### src/rtl/dpram_pkg.sv
package dpram_pkg;

    // Behaviour of a port's own output register on a cycle in which it writes.
    typedef enum logic [1:0] {
        WM_WRITE_FIRST = 2'd0,
        WM_READ_FIRST  = 2'd1,
        WM_NO_CHANGE   = 2'd2
    } wmode_e;

    // True when the output register takes a new value during an own write.
    function automatic logic loads_on_write(wmode_e m);
        return m != WM_NO_CHANGE;
    endfunction

    // True when a write in this mode makes a same-address read on the peer invalid.
    function automatic logic spoils_peer(wmode_e m);
        return m != WM_READ_FIRST;
    endfunction

    // Compact per-port access descriptor used by the collision logic.
    typedef struct packed {
        logic en;
        logic we;
    } access_t;

endpackage

### src/rtl/dpram_array.sv
module dpram_array #(
    parameter int WORD_W = 18,
    parameter int ADDR_W = 6,
    localparam int DEPTH = 1 << ADDR_W
) (
    input  logic              clk,
    input  logic              wa_en,
    input  logic [ADDR_W-1:0] wa_addr,
    input  logic [WORD_W-1:0] wa_word,
    input  logic              wb_en,
    input  logic [ADDR_W-1:0] wb_addr,
    input  logic [WORD_W-1:0] wb_word,
    input  logic [ADDR_W-1:0] ra_addr,
    input  logic [ADDR_W-1:0] rb_addr,
    output logic [WORD_W-1:0] ra_word,
    output logic [WORD_W-1:0] rb_word
);
    logic [WORD_W-1:0] mem [DEPTH];

    // Pre-write contents; the output registers sample these on the same edge.
    assign ra_word = mem[ra_addr];
    assign rb_word = mem[rb_addr];

    // A double write to one address leaves it undefined; port B's write lands last here.
    always_ff @(posedge clk) begin
        if (wa_en) mem[wa_addr] <= wa_word;
        if (wb_en) mem[wb_addr] <= wb_word;
    end
endmodule

### src/rtl/dpram_collide.sv
module dpram_collide
    import dpram_pkg::*;
#(
    parameter int     ADDR_W = 6,
    parameter wmode_e MODE_A = WM_WRITE_FIRST,
    parameter wmode_e MODE_B = WM_READ_FIRST
) (
    input  logic              clk,
    input  logic              rst,
    input  access_t           acc_a,
    input  logic [ADDR_W-1:0] a_addr,
    input  access_t           acc_b,
    input  logic [ADDR_W-1:0] b_addr,
    output logic              spoil_a,
    output logic              spoil_b,
    output logic              clash_q
);
    logic same_loc;

    assign same_loc = acc_a.en && acc_b.en && (a_addr == b_addr);
    assign spoil_a  = same_loc && acc_b.we && spoils_peer(MODE_B);
    assign spoil_b  = same_loc && acc_a.we && spoils_peer(MODE_A);

    always_ff @(posedge clk) begin
        if (rst) clash_q <= 1'b0;
        else     clash_q <= same_loc && acc_a.we && acc_b.we;
    end


    clash_needs_writes_chk: assert property (@(posedge clk) disable iff (rst)
        clash_q |-> $past(acc_a.we && acc_b.we));
endmodule

### src/rtl/dpram_outport.sv
module dpram_outport
    import dpram_pkg::*;
#(
    parameter int     WORD_W = 18,
    parameter wmode_e MODE   = WM_WRITE_FIRST
) (
    input  logic              clk,
    input  logic              rst,
    input  logic              en,
    input  logic              we,
    input  logic [WORD_W-1:0] din_word,
    input  logic [WORD_W-1:0] old_word,
    input  logic              peer_spoil,
    output logic [WORD_W-1:0] dout_word,
    output logic              dout_bad
);
    logic [WORD_W-1:0] write_view;
    logic              load;

    generate
        if (MODE == WM_WRITE_FIRST) begin : g_pass
            assign write_view = din_word;
        end else begin : g_old
            assign write_view = old_word;
        end
    endgenerate

    assign load = en && (!we || loads_on_write(MODE));

    always_ff @(posedge clk) begin
        if (rst) begin
            dout_word <= '0;
            dout_bad  <= 1'b0;
        end else if (load) begin
            dout_word <= we ? write_view : old_word;
            dout_bad  <= peer_spoil;
        end
    end


    hold_when_off_chk: assert property (@(posedge clk) disable iff (rst)
        !en |=> $stable(dout_word) && $stable(dout_bad));


    read_loads_chk: assert property (@(posedge clk) disable iff (rst)
        en && !we |=> dout_word == $past(old_word));

    generate
        if (MODE == WM_WRITE_FIRST) begin : g_chk_wf

            wf_shows_new_chk: assert property (@(posedge clk) disable iff (rst)
                en && we |=> dout_word == $past(din_word));
        end else if (MODE == WM_READ_FIRST) begin : g_chk_rf

            rf_shows_old_chk: assert property (@(posedge clk) disable iff (rst)
                en && we |=> dout_word == $past(old_word));
        end else begin : g_chk_nc

            nc_holds_chk: assert property (@(posedge clk) disable iff (rst)
                en && we |=> $stable(dout_word) && $stable(dout_bad));
        end
    endgenerate
endmodule

### src/rtl/dpram_wm.sv
module dpram_wm
    import dpram_pkg::*;
#(
    parameter int     DATA_W = 16,
    parameter int     PAR_W  = DATA_W / 8,
    parameter int     ADDR_W = 6,
    parameter wmode_e MODE_A = WM_WRITE_FIRST,
    parameter wmode_e MODE_B = WM_READ_FIRST
) (
    input  logic              clk,
    input  logic              rst,
    input  logic              a_en,
    input  logic              a_we,
    input  logic [ADDR_W-1:0] a_addr,
    input  logic [DATA_W-1:0] a_din,
    input  logic [PAR_W-1:0]  a_pin,
    output logic [DATA_W-1:0] a_dout,
    output logic [PAR_W-1:0]  a_pout,
    output logic              a_bad,
    input  logic              b_en,
    input  logic              b_we,
    input  logic [ADDR_W-1:0] b_addr,
    input  logic [DATA_W-1:0] b_din,
    input  logic [PAR_W-1:0]  b_pin,
    output logic [DATA_W-1:0] b_dout,
    output logic [PAR_W-1:0]  b_pout,
    output logic              b_bad,
    output logic              wr_clash
);
    localparam int WORD_W = DATA_W + PAR_W;

    logic [WORD_W-1:0] a_word_in, b_word_in, a_old, b_old, a_word_q, b_word_q;
    logic              spoil_a, spoil_b;
    access_t           acc_a, acc_b;

    assign a_word_in = {a_pin, a_din};
    assign b_word_in = {b_pin, b_din};
    assign acc_a     = '{en: a_en, we: a_we};
    assign acc_b     = '{en: b_en, we: b_we};

    dpram_array #(.WORD_W(WORD_W), .ADDR_W(ADDR_W)) u_array (
        .clk     (clk),
        .wa_en   (a_en && a_we),
        .wa_addr (a_addr),
        .wa_word (a_word_in),
        .wb_en   (b_en && b_we),
        .wb_addr (b_addr),
        .wb_word (b_word_in),
        .ra_addr (a_addr),
        .rb_addr (b_addr),
        .ra_word (a_old),
        .rb_word (b_old)
    );

    dpram_collide #(.ADDR_W(ADDR_W), .MODE_A(MODE_A), .MODE_B(MODE_B)) u_collide (
        .clk     (clk),
        .rst     (rst),
        .acc_a   (acc_a),
        .a_addr  (a_addr),
        .acc_b   (acc_b),
        .b_addr  (b_addr),
        .spoil_a (spoil_a),
        .spoil_b (spoil_b),
        .clash_q (wr_clash)
    );

    dpram_outport #(.WORD_W(WORD_W), .MODE(MODE_A)) u_out_a (
        .clk        (clk),
        .rst        (rst),
        .en         (a_en),
        .we         (a_we),
        .din_word   (a_word_in),
        .old_word   (a_old),
        .peer_spoil (spoil_a),
        .dout_word  (a_word_q),
        .dout_bad   (a_bad)
    );

    dpram_outport #(.WORD_W(WORD_W), .MODE(MODE_B)) u_out_b (
        .clk        (clk),
        .rst        (rst),
        .en         (b_en),
        .we         (b_we),
        .din_word   (b_word_in),
        .old_word   (b_old),
        .peer_spoil (spoil_b),
        .dout_word  (b_word_q),
        .dout_bad   (b_bad)
    );

    assign {a_pout, a_dout} = a_word_q;
    assign {b_pout, b_dout} = b_word_q;


    reset_clears_chk: assert property (@(posedge clk)
        rst |=> a_word_q == '0 && b_word_q == '0 && !a_bad && !b_bad && !wr_clash);


    rf_peer_valid_chk: assert property (@(posedge clk) disable iff (rst)
        a_en && !a_we && b_en && b_we && a_addr == b_addr && MODE_B == WM_READ_FIRST
        |=> !a_bad && a_word_q == $past(a_old));


    peer_spoiled_chk: assert property (@(posedge clk) disable iff (rst)
        b_en && !b_we && a_en && a_we && a_addr == b_addr && MODE_A != WM_READ_FIRST
        |=> b_bad);


    double_write_flag_chk: assert property (@(posedge clk) disable iff (rst)
        a_en && a_we && b_en && b_we && a_addr == b_addr |=> wr_clash);
endmodule

### config.mk
export PLATFORM = sky130hd
export DESIGN_NAME = dpram_wm
export DESIGN_NICKNAME = d
export VERILOG_FILES = /design/src/rtl/dpram_pkg.sv /design/src/rtl/dpram_array.sv /design/src/rtl/dpram_collide.sv /design/src/rtl/dpram_outport.sv /design/src/rtl/dpram_wm.sv
export SDC_FILE = /design/constraint.sdc
export NUM_CORES = 2
export LEC_CHECK = 0
export BUFFER_PORTS_ARGS = -buffer_cell sky130_fd_sc_hd__clkbuf_2
export CAP_MARGIN = 0
export CORE_UTILIZATION = 40
export CTS_BUF_LIST = sky130_fd_sc_hd__clkbuf_8
export CTS_CLUSTER_SIZE = 14
export DETAILED_ROUTE_END_ITERATION = 16
export GPL_TIMING_DRIVEN = 0
export HOLD_SLACK_MARGIN = 0.03
export PLACE_DENSITY = 0.55
export SYNTH_ARGS = -nofsm -noshare
export SYNTH_HDL_FRONTEND = slang
export SYNTH_HIERARCHICAL = 1
export SYNTH_SLANG_ARGS = --single-unit
### constraint.sdc
create_clock -name clk -period 2.75 [get_ports clk]
set_input_delay 0 -clock clk [delete_from_list [all_inputs] [get_ports clk]]
set_output_delay 0 -clock clk [all_outputs]
set_load 0.02 [all_outputs]
==> impl_metrics.csv <==
group,metric,value,unit
synthesis,synthFlopType,"edfxtp_1",
clock_tree,clkTransAtPathRegs,0.06,ns
worst_hold_path,holdPathEnd,"u_array/mem[15][6]$_DFFE_PP_",
grt,grt_usage,41.1,%
synthesis,synthCells,4324,
placement,dp_hpwl,269000,um
detailed_routing,drc,0,
sta,max_freq,0.332,GHz
floorplan,die_h,420,um
power_and_ir_drop,swShare,29.8,%
detailed_routing,drt_iter0_markers,9045,
synthesis,postSynthAreaPerCell,16.2,um2
power_and_ir_drop,peakVddDrop,0.000560,V
synthesis,syn_area,69900,um2
power_and_ir_drop,seqPwrFrac,46.6,%
clock_tree,root_buffer,"clkbuf_8",
detailed_routing,via_per_inst,7.07,
critical_path,cp.required,3.62,ns
clock_tree,worstSkewPairLatency,1.03,ns
job,max-cap-violations,8,
critical_path,reg2reg_depth,6,
detailed_routing,drtPass1Iterations,6,
synthesis,synth_edf_count,1152,
synthesis,yosysWarnings,6,
clock_tree,cts_buffers,216,
synthesis,ys_ff_latch,1191,
critical_path,start_kind,"input port",
sta,hold_violations,0,
power_and_ir_drop,p_sw,12.9,mW
worst_hold_path,worstHoldStart,"b_addr[0]",
critical_path,r2r_start,"u_array/mem[8][4]$_DFFE_PP_",
critical_path,worstPathMaxFanout,15,
worst_hold_path,whs_path_depth,5,
power_and_ir_drop,share_comb_of_total_power,15.4,%
placement,dp_slack,-1.94,ns
worst_hold_path,hp-class,"input port to register",
sta,fin_ws,-0.266,ns
power_and_ir_drop,pwr-share-clk,37.9,%
status,status,"finished with violations",
synthesis,yosysSeqAreaShare,50.6,%
clock_tree,clock-sinks,1191,
synthesis,ys_async_sr_fraction,0,%
clock_tree,cts_tree,"done",
placement,gp_congestion,1.08,
grt,grt_pass1_vias,47800,
floorplan,dieArea,176000,um2
power_and_ir_drop,powerDensity,540,nW/um2
power_and_ir_drop,p_leak,26.2,nW
grt,grt_pass1_wl,469000,um
critical_path,rrSetupSlack,-0.16,ns
critical_path,startpoint,"a_addr[1]",
floorplan,fp.dieW,420,um
grt,grt_max_degree,19,
critical_path,endpoint_kind,"register",
floorplan,ioPinCount,93,
sta,slew-limit-headroom,-11.2,%
layout,num-nets-final,4810,
power_and_ir_drop,p_int,30.4,mW
placement,dpl_cell_area,74900,um2
floorplan,core_area,174000,um2
sta,fin_crit_sh,110,%
floorplan,row_count,153,
grt,grt_overflow,0,
critical_path,setup.worst_path.class,"input port to register",
floorplan,initial_core_util,40.2,%
sta,setup_viol,94,
sta,worstMarginPinSlew,1.67,ns
placement,port_buffers,74,
sta,final_max_slew_viol_count,73,
critical_path,r2r_end,"u_out_a/dout_word[4]$_SDFFE_PP0P_",
critical_path,crit_arrival,3.89,ns
detailed_routing,drtAntennaViolNets,0,
sta,period_needed,3.02,ns
layout,syn2layout_area_growth,14.8,%
clock_tree,clock_path_buffers,3,
layout,drive_above_1_share,52.9,%
synthesis,synth_fp_nets,4378,
detailed_routing,avgRoutedWirePerCell,50.2,um
synthesis,synth_cell_types,64,
clock_tree,h-tree-depth,4,
detailed_routing,vias,51500,
grt,antenna_found_initial,48,
status,violations,"max-capacitance violations, max-slew violations, negative setup slack",
detailed_routing,finalWirelength,365000,um
sta,skew,0.0556,ns
layout,finish.instance_area,80200,um2
## worst max-delay path, stage by stage
cell and delay, ns:
clkbuf_2 0.48, buf_2 0.61, clkbuf_1 0.80, mux2_2 0.51, o221ai_1 0.76, o41ai_1 0.37
mux2i_1 0.23, a211oi_1 0.10
## cell families after synthesis
family | count (synthesis) | synth area share, %
AND/OR/NAND/NOR | 341 | 2.89
multiplexers | 1795 | 38.2
flip-flops | 1191 | 50.6
XOR/XNOR | 6 | 0.0860
AO/OA/AOI/OAI | 434 | 4.26
other | 1 | 0.00537
buffers and inverters | 556 | 3.94
## power by group through the flow
stage / combinational [mW] / clock [mW] / sequential, mW
final: 6.68 / 16.4 / 20.2
after global routing: 6.60 / 17.2 / 20.2
after CTS: 6.31 / 16.5 / 20.2
after detailed placement: 6.14 / 0 / 20.6
after global placement: 6.05 / 0 / 20.6
after floorplan: 3.16 / 0 / 20.6
## repair_timing
action                                 CTS  global route
pin swaps                                0             2
buffers inserted                         2             1
hold buffers                            73             0
resized for setup                       65            38
endpoints found under the hold margin  223             0
setup endpoints to repair               35            45
## metal layers
layer	track usage, %	up-vias	share of wire, %
met5	0	-	0.094
met4	25.0	24	7.0
met3	16.9	842	15
met2	56.3	4424	41
met1	53.8	27400	37
li1	-	18800	-
## stage by stage
stage / instances / TNS [ns] / total power [mW] / utilization, % / hold slack, ns
final: 7279 / -7.45 / 43.3 / 46.2 / 0.101
after global routing: 7258 / -0.0682 / 44.0 / 46.1 / 0.0986
after CTS: 7253 / 0 / 43.0 / 46.0 / 0.0355
after detailed placement: 6787 / -666.13 / 26.7 / 43.1 / 0.217
after global placement: 6723 / -2764.38 / 26.6 / 42.1 / 0.218
after floorplan: 4324 / 0 / 23.7 / - / 0.0735
## state kept, by name, indices dropped and copies added, names as in the netlist
signal	flops
u_out_a/dout_bad	1
u_out_b/dout_bad	1
u_collide/clash_q	1
u_out_a/dout_word	18
u_out_b/dout_word	18
u_array/mem	1152
## layout make-up
type | instances | area [um2]
multi-input cells | 2577 | 32600
plain buffers | 555 | 2900
clock inverters | 170 | 941
fillers | 15400 | 93500
flip-flops and latches | 1191 | 35400
inverters | 1 | 3.75
well taps | 2325 | 2910
diodes | 25 | 62.6
clock buffers | 221 | 3040
repair buffers | 214 | 2360
## worst max path at each step
stage	cells past startpoint	end
after global routing	6	u_out_a/dout_word[11]$_SDFFE_PP0P_
after global placement	5	u_array/mem[20][7]$_DFFE_PP_
after detailed placement	11	u_out_b/dout_word[7]$_SDFFE_PP0P_
final	8	u_out_a/dout_word[8]$_SDFFE_PP0P_
after floorplan	4	u_array/mem[22][0]$_DFFE_PP_
after CTS	7	u_out_b/dout_word[16]$_SDFFE_PP0P_
## synthesized netlist by cell type, types with 30 or more instances
cell	number	area, um2
clkbuf_1	291	1090
mux2i_1	44	440
o221ai_1	40	350
a22oi_1	64	480
buf_4	56	420
nand2_1	41	154
mux2_2	1177	13300
mux4_1	30	788
o22ai_1	146	913
dfxtp_1	39	781
buf_2	120	601
nand2_2	37	231
o21ai_0	57	285
nor2_1	95	357
edfxtp_1	1152	34600
buf_1	50	188
a211oi_1	40	300
mux4_2	537	12100
nor2b_1	32	200
## cell usage in the layout, fill, tap and decap left out, types with 13 or more instances in the layout
cell	n
o21ai_2	26
o41ai_2	15
clkinv_2	31
buf_8	32
nor2_1	95
o221ai_1	28
buf_12	13
dfxtp_1	39
nand2_2	37
inv_1	54
a211oi_1	39
mux4_2	537
nand3_1	22
mux2i_1	44
buf_4	65
buf_2	147
mux2_2	1177
o21ai_4	18
clkbuf_2	105
buf_16	20
o22ai_1	120
o22ai_2	22
dlygate4sd3_1	73
edfxtp_1	1152
buf_6	33
clkbuf_1	260
mux4_1	30
nor2b_1	31
a21oi_1	22
clkbuf_8	221
clkinv_1	64
a22oi_1	58
nand2_1	41
diode_2	25
o21a_1	15
o21ai_0	13
No activity file was read; power rests on OpenSTA's default activity.
